==> config.mk <==
export PLATFORM = sky130hd
export DESIGN_NAME = freq_range_monitor
export DESIGN_NICKNAME = d
export VERILOG_FILES = /design/src/rtl/rfm_pkg.sv /design/src/rtl/rfm_window_counter.sv /design/src/rtl/rfm_range_judge.sv /design/src/rtl/rfm_relock_fsm.sv /design/src/rtl/freq_range_monitor.sv
export SDC_FILE = /design/constraint.sdc
export NUM_CORES = 1
export LEC_CHECK = 0
export BUFFER_PORTS_ARGS = -buffer_cell sky130_fd_sc_hd__buf_2
export CAP_MARGIN = 20
export CELL_PAD_IN_SITES_DETAIL_PLACEMENT = 1
export CELL_PAD_IN_SITES_GLOBAL_PLACEMENT = 2
export CORE_UTILIZATION = 39
export CTS_BUF_LIST = sky130_fd_sc_hd__clkbuf_16
export DETAILED_ROUTE_END_ITERATION = 8
export PLACE_DENSITY_LB_ADDON = 0.1
export SLEW_MARGIN = 30
export SYNTH_ARGS = -nofsm -noshare
export SYNTH_HDL_FRONTEND = slang
export SYNTH_HIERARCHICAL = 1
export SYNTH_SLANG_ARGS = --single-unit
==> constraint.sdc <==
create_clock -name clk -period 2.5 [get_ports clk]
set_input_delay 0.25 -clock clk [delete_from_list [all_inputs] [get_ports clk]]
set_output_delay 0.25 -clock clk [all_outputs]
set_load 0.03 [all_outputs]
==> src/rtl/rfm_pkg.sv <==
package rfm_pkg;

  typedef enum logic [1:0] {
    ST_FORCE = 2'd0,
    ST_TRY   = 2'd1,
    ST_LOCK  = 2'd2
  } rfm_state_e;

  // Reference ticks expected in one window of 2**win_log2 recovered ticks
  function automatic int unsigned ref_expected(int unsigned win_log2, bit half);
    return half ? (32'd1 << (win_log2 - 1)) : (32'd1 << win_log2);
  endfunction

  // Allowed deviation in whole ticks, rounded down
  function automatic int unsigned ref_tolerance(int unsigned expc, int unsigned ppm);
    longint unsigned prod;
    prod = longint'(expc) * longint'(ppm);
    return int'(prod / 64'd1000000);
  endfunction

endpackage

==> src/rtl/rfm_window_counter.sv <==
module rfm_window_counter #(
  parameter int unsigned WIN_LOG2 = 12,
  parameter int unsigned CW       = WIN_LOG2 + 2
) (
  input  logic          clk,
  input  logic          rst_n,
  input  logic          clear,
  input  logic          rec_tick,
  input  logic          ref_tick,
  output logic          done,
  output logic [CW-1:0] count,
  output logic          timed_out
);
  localparam logic [WIN_LOG2-1:0] REC_LAST = {WIN_LOG2{1'b1}};
  localparam logic [CW-1:0]       TMO      = CW'(1) << (WIN_LOG2 + 1);

  logic [WIN_LOG2-1:0] rec_cnt;
  logic [CW-1:0]       ref_cnt;
  logic [CW-1:0]       ref_next;
  logic                rec_last;
  logic                tmo_hit;
  logic                win_end;

  assign ref_next = ref_cnt + CW'(ref_tick);
  assign rec_last = rec_tick && (rec_cnt == REC_LAST);
  assign tmo_hit  = !rec_last && (ref_next == TMO);
  assign win_end  = rec_last || tmo_hit;

  always_ff @(posedge clk) begin
    if (!rst_n || clear) begin
      rec_cnt   <= '0;
      ref_cnt   <= '0;
      done      <= 1'b0;
      count     <= '0;
      timed_out <= 1'b0;
    end else begin
      done <= win_end;
      if (win_end) begin
        count     <= ref_next;
        timed_out <= tmo_hit;
        rec_cnt   <= '0;
        ref_cnt   <= '0;
      end else begin
        rec_cnt <= rec_cnt + WIN_LOG2'(rec_tick);
        ref_cnt <= ref_next;
      end
    end
  end

  AST_WINDOW_CLOSE: assert property (@(posedge clk) disable iff (!rst_n)
    (rec_tick && rec_cnt == REC_LAST && !clear) |=> done) else $error("window did not close");
  AST_REF_BOUND: assert property (@(posedge clk) disable iff (!rst_n)
    ref_cnt < TMO) else $error("reference count passed timeout");
  AST_CLEAR_EMPTY: assert property (@(posedge clk) disable iff (!rst_n)
    clear |=> (rec_cnt == '0 && ref_cnt == '0 && !done)) else $error("counters not cleared");

endmodule

==> src/rtl/rfm_range_judge.sv <==
module rfm_range_judge
  import rfm_pkg::*;
#(
  parameter int unsigned WIN_LOG2 = 12,
  parameter int unsigned PPM      = 1500,
  parameter int unsigned CW       = WIN_LOG2 + 2
) (
  input  logic [CW-1:0] count,
  input  logic          timed_out,
  input  logic          half_rate,
  output logic          in_range
);
  logic [CW-1:0] lo_lim;
  logic [CW-1:0] hi_lim;

  // One bound pair per reference rate, chosen by the select input
  for (genvar g = 0; g < 2; g++) begin : g_rate
    localparam int unsigned EXPC = ref_expected(WIN_LOG2, g == 1);
    localparam int unsigned TOL  = ref_tolerance(EXPC, PPM);
    localparam logic [CW-1:0] LO = CW'(EXPC - TOL);
    localparam logic [CW-1:0] HI = CW'(EXPC + TOL);
    logic [CW-1:0] lo_w;
    logic [CW-1:0] hi_w;
    assign lo_w = LO;
    assign hi_w = HI;
  end

  always_comb begin
    lo_lim = half_rate ? g_rate[1].lo_w : g_rate[0].lo_w;
    hi_lim = half_rate ? g_rate[1].hi_w : g_rate[0].hi_w;
    in_range = !timed_out && (count >= lo_lim) && (count <= hi_lim);
  end

endmodule

==> src/rtl/rfm_relock_fsm.sv <==
module rfm_relock_fsm
  import rfm_pkg::*;
(
  input  logic clk,
  input  logic rst_n,
  input  logic chan_en,
  input  logic verdict_valid,
  input  logic in_range,
  output logic force_track,
  output logic link_fault_n
);
  rfm_state_e st;

  always_ff @(posedge clk) begin
    if (!rst_n || !chan_en) begin
      st <= ST_FORCE;
    end else if (verdict_valid) begin
      unique case (st)
        ST_FORCE: st <= ST_TRY;
        ST_TRY:   st <= in_range ? ST_LOCK : ST_FORCE;
        ST_LOCK:  st <= in_range ? ST_LOCK : ST_FORCE;
        default:  st <= ST_FORCE;
      endcase
    end
  end

  assign force_track  = (st == ST_FORCE);
  assign link_fault_n = (st == ST_LOCK) && chan_en;

  AST_FORCE_CAUSE: assert property (@(posedge clk) disable iff (!rst_n)
    $rose(force_track) |-> ($past(!chan_en) || $past(verdict_valid && !in_range))) else $error("force without cause");
  AST_FORCE_RELEASE: assert property (@(posedge clk) disable iff (!rst_n)
    (force_track && verdict_valid && chan_en) |=> !force_track) else $error("force not released");
  AST_GOOD_CAUSE: assert property (@(posedge clk) disable iff (!rst_n)
    $rose(link_fault_n) |-> $past(verdict_valid && in_range)) else $error("link good without in-range verdict");
  AST_DISABLED_FORCED: assert property (@(posedge clk) disable iff (!rst_n)
    !chan_en |=> force_track) else $error("not forced while disabled");

endmodule

==> src/rtl/freq_range_monitor.sv <==
module freq_range_monitor
  import rfm_pkg::*;
#(
  parameter int unsigned WIN_LOG2 = 12,
  parameter int unsigned PPM      = 1500
) (
  input  logic clk,
  input  logic rst_n,
  input  logic chan_en,
  input  logic rec_tick,
  input  logic ref_tick,
  input  logic half_rate,
  output logic force_track,
  output logic link_fault_n
);
  localparam int unsigned CW = WIN_LOG2 + 2;

  logic          win_done;
  logic [CW-1:0] win_count;
  logic          win_timeout;
  logic          win_in_range;

  rfm_window_counter #(.WIN_LOG2(WIN_LOG2), .CW(CW)) u_count (
    .clk       (clk),
    .rst_n     (rst_n),
    .clear     (!chan_en),
    .rec_tick  (rec_tick),
    .ref_tick  (ref_tick),
    .done      (win_done),
    .count     (win_count),
    .timed_out (win_timeout)
  );

  rfm_range_judge #(.WIN_LOG2(WIN_LOG2), .PPM(PPM), .CW(CW)) u_judge (
    .count     (win_count),
    .timed_out (win_timeout),
    .half_rate (half_rate),
    .in_range  (win_in_range)
  );

  rfm_relock_fsm u_fsm (
    .clk           (clk),
    .rst_n         (rst_n),
    .chan_en       (chan_en),
    .verdict_valid (win_done),
    .in_range      (win_in_range),
    .force_track   (force_track),
    .link_fault_n  (link_fault_n)
  );

  AST_FAULT_WHEN_FORCED: assert property (@(posedge clk) disable iff (!rst_n)
    force_track |-> !link_fault_n) else $error("good link while forced");
  AST_TIMEOUT_FAILS: assert property (@(posedge clk) disable iff (!rst_n)
    (win_done && win_timeout) |-> !win_in_range) else $error("timeout judged in range");

endmodule

Word level (Yosys, flattened, before mapping)
Cells that the tools add are included.
{"block": "word_totals", "out_inout_bits": 2, "reg_bits": 44, "input_bits": 6}
{"block": "classes", "n_lt_le_gt_ge": 2, "reduce_logical": 14, "n_addsub": 2, "mux": 4, "eq_ne": 4}
{"operator": "14-bit by 1-bit adder with 14-bit output", "n": 1}
{"operator": "14-bit equality test (second input constant)", "n": 1}
{"operator": "14-bit greater-or-equal comparator", "n": 1}
{"operator": "14-bit less-or-equal comparator", "n": 1}
{"operator": "13-bit 2-to-1 mux", "n": 1}
{"operator": "12-bit by 1-bit adder with 12-bit output", "n": 1}
{"operator": "12-bit equality test (second input constant)", "n": 1}
{"operator": "12-bit 2-to-1 mux", "n": 1}
{"operator": "1-bit logical AND", "n": 5}
{"operator": "1-bit logical NOT", "n": 4}
{"operator": "2-bit one-hot mux with 2 select lines", "n": 1}
{"operator": "2-bit OR reduction", "n": 2}
{"operator": "2-bit by 1-bit equality test with 1-bit output (second input constant)", "n": 1}
{"operator": "2-bit equality test (second input constant)", "n": 1}
{"operator": "2-bit logical NOT", "n": 1}
{"operator": "1-bit logical OR", "n": 2}
{"operator": "2-bit 2-to-1 mux", "n": 1}

Depth between registers and ports, before layout
{"block": "depth", "ltp_word": 6, "mapped_depth": 10}

By module
The synthesis kept the hierarchy.
{"module": "rfm_window_counter", "seq_area_each_um2": 840.8, "cells_per_inst": 231, "n_inst": 1, "area_each_um2": 2087.0}
{"module": "rfm_range_judge", "seq_area_each_um2": 0.0, "cells_per_inst": 29, "n_inst": 1, "area_each_um2": 227.7}
{"module": "rfm_relock_fsm", "seq_area_each_um2": 40.0, "cells_per_inst": 13, "n_inst": 1, "area_each_um2": 116.4}
{"module": "freq_range_monitor", "seq_area_each_um2": 0.0, "cells_per_inst": 1, "n_inst": 1, "area_each_um2": 3.8}

Worst setup path after synthesis
OpenSTA, ideal clock, no wires.
{"block": "synth_path", "path_type": "reg-to-reg", "from": "register u_count.ref_cnt[0]", "to": "register u_count.count[3]", "arrival_ns": 2.125, "path_stages_with_launch": 11, "required_ns": 2.421, "slack_ns": 0.296, "synth_period_minus_slack_ns": 2.204, "cell_sequence": "dfxtp_1 ha_1 ha_1 clkbuf_2 nand4_1 o21a_1 nor4_2 and3_1 buf_2 a311oi_1 a211oi_2"}
{"block": "synth_via", "elab_chain_len": 4}
{"item": "start: declaration", "line": "rfm_window_counter.sv:18", "text": "logic [CW-1:0] ref_cnt;"}
{"item": "start signal: assignment", "line": "rfm_window_counter.sv:45", "text": "ref_cnt <= ref_next;"}
{"item": "14-bit by 1-bit adder with 14-bit output *", "line": "rfm_window_counter.sv:24", "text": "assign ref_next = ref_cnt + CW'(ref_tick);"}
{"item": "14-bit equality test", "line": "rfm_window_counter.sv:26", "text": "assign tmo_hit = !rec_last && (ref_next == TMO);"}
{"item": "1-bit logical AND", "line": "rfm_window_counter.sv:26"}
{"item": "1-bit logical OR", "line": "rfm_window_counter.sv:27", "text": "assign win_end = rec_last || tmo_hit;"}
{"item": "end signal: assignment", "line": "rfm_window_counter.sv:39", "text": "count <= ref_next;"}
{"item": "end: declaration", "line": "rfm_window_counter.sv:11", "text": "output logic [CW-1:0] count,"}
Mark *: on every way between the ends. The rest lies on a longest branch, timed or not.
A chain may end at the register's enable or synchronous reset.

Worst setup path in the final report
{"block": "layout_path", "from": "register u_count.ref_cnt[0]", "to": "register u_count.rec_cnt[5]"}
{"block": "layout_via", "elab_chain_len": 5}
{"item": "14-bit by 1-bit adder with 14-bit output", "line": "rfm_window_counter.sv:24"}
{"item": "14-bit equality test", "line": "rfm_window_counter.sv:26"}
{"item": "1-bit logical AND", "line": "rfm_window_counter.sv:26"}
{"item": "1-bit logical OR", "line": "rfm_window_counter.sv:27"}
{"item": "2-bit OR reduction (no line)"}
{"item": "end signal: assignment", "line": "rfm_window_counter.sv:44", "text": "rec_cnt <= rec_cnt + WIN_LOG2'(rec_tick);"}
{"item": "end: declaration", "line": "rfm_window_counter.sv:17", "text": "logic [WIN_LOG2-1:0] rec_cnt;"}
No other way between the ends.

==> load_flow_metrics.sql <==
INSERT INTO impl_metrics (metric_group, metric, value, unit) VALUES
('timing', 'measured_slew_at_the_worst_slew_check_pin', '0.496', 'ns'),
('critical_path', 'cp-end-kind', 'register', ''),
('global_route', 'grt.met1_usage', '0.300', ''),
('logic_synthesis', 'synth_cell_types', '54', ''),
('logic_synthesis', 'synth_mux_area_frac', '0.00411', ''),
('min_path', 'worstHoldPathType', 'primary input to register', ''),
('timing', 'max_clock_freq', '435', 'MHz'),
('flow_run', 'maxCapViolCount', '0', ''),
('timing', 'worst_skew', '0.00277', 'ns'),
('critical_path', 'criticalPathCategory', 'register to register', ''),
('critical_path', 'cp.required', '2.67', 'ns'),
('finish', 'antennaDiodeCount', '0', ''),
('finish', 'final_area', '0.00273', 'mm²'),
('routing', 'routed_wire_length_per_instance', '16.1', 'µm'),
('clocking', 'cts_hold_buffers', '0', ''),
('routing', 'detail-route-antenna-nets', '0', ''),
('finish', 'layout-area-overhead-vs-synth', '11.9', '%'),
('routing', 'drcViolationCount', '0', ''),
('logic_synthesis', 'synth.ff_latch_count', '44', ''),
('clocking', 'clock-root-buffer', 'clkbuf_16', ''),
('power', 'power.ir.vdd_worst', '0.313', 'mV'),
('floorplan', 'initial_core_util', '0.409', ''),
('logic_synthesis', 'synth_enable_flop_cells', '0', ''),
('clocking', 'number_of_clock_sinks', '44', ''),
('global_route', 'first_global_vias', '2002', ''),
('logic_synthesis', 'post_synth_fa_ha_maj_area_fraction', '0.0668', ''),
('clocking', 'cts_tree', 'done', ''),
('floorplan', 'chipHeight', '81.0', 'µm'),
('critical_path', 'critical_path.max_fanout', '12', ''),
('floorplan', 'fp-row-count', '28', ''),
('logic_synthesis', 'synth_compound_gate_area_share', '0.156', ''),
('logic_synthesis', 'yosys_warnings', '6', ''),
('finish', 'fillerInstances', '726', ''),
('finish', 'final_layout_size_suffix_gt1_frac', '0.145', ''),
('logic_synthesis', 'synthFlopType', 'dfxtp_1', ''),
('clocking', 'postCtsSetupRepairBufs', '0', ''),
('power', 'p_per_area', '513', 'mW/mm²'),
('logic_synthesis', 'post_synth_xor_area_fraction', '0.0791', ''),
('global_route', 'grt_first_pass_wirelength', '10200', 'µm'),
('logic_synthesis', 'synth_top_cell_by_area', 'dfxtp_1', ''),
('logic_synthesis', 'synth_async_reset_ratio', '0', ''),
('power', 'p_leak', '1.01', 'nW'),
('global_route', 'grt.overflow.total', '0', ''),
('floorplan', 'dieArea', '0.00656', 'mm²'),
('logic_synthesis', 'main_combinational_cell_family_by_area_after_synthesis', 'simple AND/OR/NAND/NOR gates', ''),
('timing', 'setup_viol_count_final', '0', ''),
('clocking', 'path_clk_slew', '0.06', 'ns'),
('logic_synthesis', 'synth.most_common_cell', 'dfxtp_1', ''),
('clocking', 'cts_made_buffers', '5', ''),
('routing', 'detail_route.first_pass.iterations', '4', ''),
('logic_synthesis', 'synth.area.top_cells', 'dfxtp_1 (36%), ha_1 (6.7%), nor2_1 (5.7%)', ''),
('floorplan', 'chipWidth', '81.0', 'µm'),
('place', 'globalplace.congestion', '0.814', ''),
('clocking', 'clock_h_tree_levels', '2', ''),
('place', 'placed_cell_area', '0.00258', 'mm²'),
('timing', 'timing_max_transition_violations_final', '0', ''),
('timing', 'final-hold-violation-count', '0', ''),
('routing', 'vias', '2010', ''),
('logic_synthesis', 'netlist_area_pre_place', '0.00243', 'mm²'),
('finish', 'fin_util', '0.458', ''),
('clocking', 'clk_path_buf_depth', '2', ''),
('status', 'outcome', 'finished clean', ''),
('routing', 'ratio_of_routed_vias_to_standard_cells', '5.52', ''),
('logic_synthesis', 'synth.yosys.seq_area_share', '0.362', ''),
('routing', 'detailedRoute.firstIterationViolations', '72', ''),
('global_route', 'grt_most_used_layer', 'met2', ''),
('timing', 'min_period', '2.30', 'ns'),
('logic_synthesis', 'gate_count_post_synth', '274', ''),
('global_route', 'groute.layer.met2.usage', '0.302', ''),
('logic_synthesis', 'area_fraction_in_and_or_nand_and_nor_cells_after_synthesis', '0.269', ''),
('logic_synthesis', 'yosysTopAreaCellShare', '0.362', '');
## cells in the final DEF (no fill, tap or decap), types with 2 or more instances in the layout
cell type	count
nor3_1	6
nand2_1	14
nand2b_1	4
nand3_1	16
nand4_1	10
a21oi_1	3
nor4_1	3
and3_1	9
buf_2	7
o21a_1	2
o21ai_0	3
buf_4	15
ha_1	13
a32oi_1	2
xnor2_1	15
xor2_1	7
a21oi_2	2
nor4_2	2
nor2_1	37
and4_1	2
a211oi_1	9
dfxtp_1	44
a311oi_1	12
inv_1	15
nor2b_1	2
clkbuf_16	5
a31oi_1	2
and2_1	2
## layout make-up
type | count | area, µm² | area share
Timing Repair Buffer | 22 | 148 | 0.0542
Inverter | 14 | 52.6 | 0.0193
Sequential cell | 44 | 881 | 0.323
Clock inverter | 3 | 15.0 | 0.00551
Multi-Input combinational cell | 201 | 1410 | 0.517
Clock buffer | 5 | 125 | 0.0459
Tap cell | 75 | 93.8 | 0.0344
## what timing repair did
action,CTS,global route
endpoints found under the hold margin,0,0
endpoints found under the setup margin,0,2
gates resized for setup,0,1
## cells by family after synthesis
group / Yosys count
flip-flops: 44
multiplexers: 1
AND/OR/NAND/NOR: 119
AO/OA/AOI/OAI: 46
adder cells (fa/ha/maj): 13
XOR/XNOR: 22
buffers and inverters: 29
## stage by stage
step,setup WS [ns],std cells,hold WS [ns]
final,0.203,364,0.255
after global routing,0.00840,364,0.265
after CTS,0.177,364,0.254
after detailed placement,0.135,356,0.476
after global placement,0.153,356,0.466
after floorplan,0.296,274,0.400
## metal layers
| layer | part of all wire | wire length [µm] |
|---|---|---|
| met1 | 0.51 | 2970 |
| met2 | 0.45 | 2610 |
| met3 | 0.034 | 201 |
| met4 | 0.013 | 78 |
| met5 | 0 | 0 |
## sequential cells by signal (all words and copies together) (netlist names)
register,cells
u_count/count,14
u_count/done,1
u_count/rec_cnt,12
u_count/ref_cnt,14
u_count/timed_out,1
u_fsm/st,2
## final timing paths
check	slack (ns)	cells after the start	to	startpoint
setup / recovery	0.20	8	u_count/rec_cnt[5]	u_count/ref_cnt[0]
hold / removal	0.25	3	u_fsm/st[1]	chan_en
setup reg to reg	0.20	8	u_count/rec_cnt[5]	u_count/ref_cnt[0]
hold reg to reg	0.48	2	u_count/timed_out	u_count/timed_out
## worst max-delay path: stages (launching register included)
cell and delay (ns):
dfxtp_1 0.30, ha_1 0.22, and3_1 0.29, or3_1 0.37, a311oi_2 0.31, nand4_2 0.24, o21bai_4 0.20, buf_4 0.20
nor2_1 0.07
## power breakdown
part,total [mW],switching [mW],internal (mW)
Combinational,0.0648,0.0400,0.0249
Sequential,0.704,0.00112,0.703
Clock,0.630,0.266,0.363
Total,1.40,0.308,1.09
(Power assumes the default switching activity.)
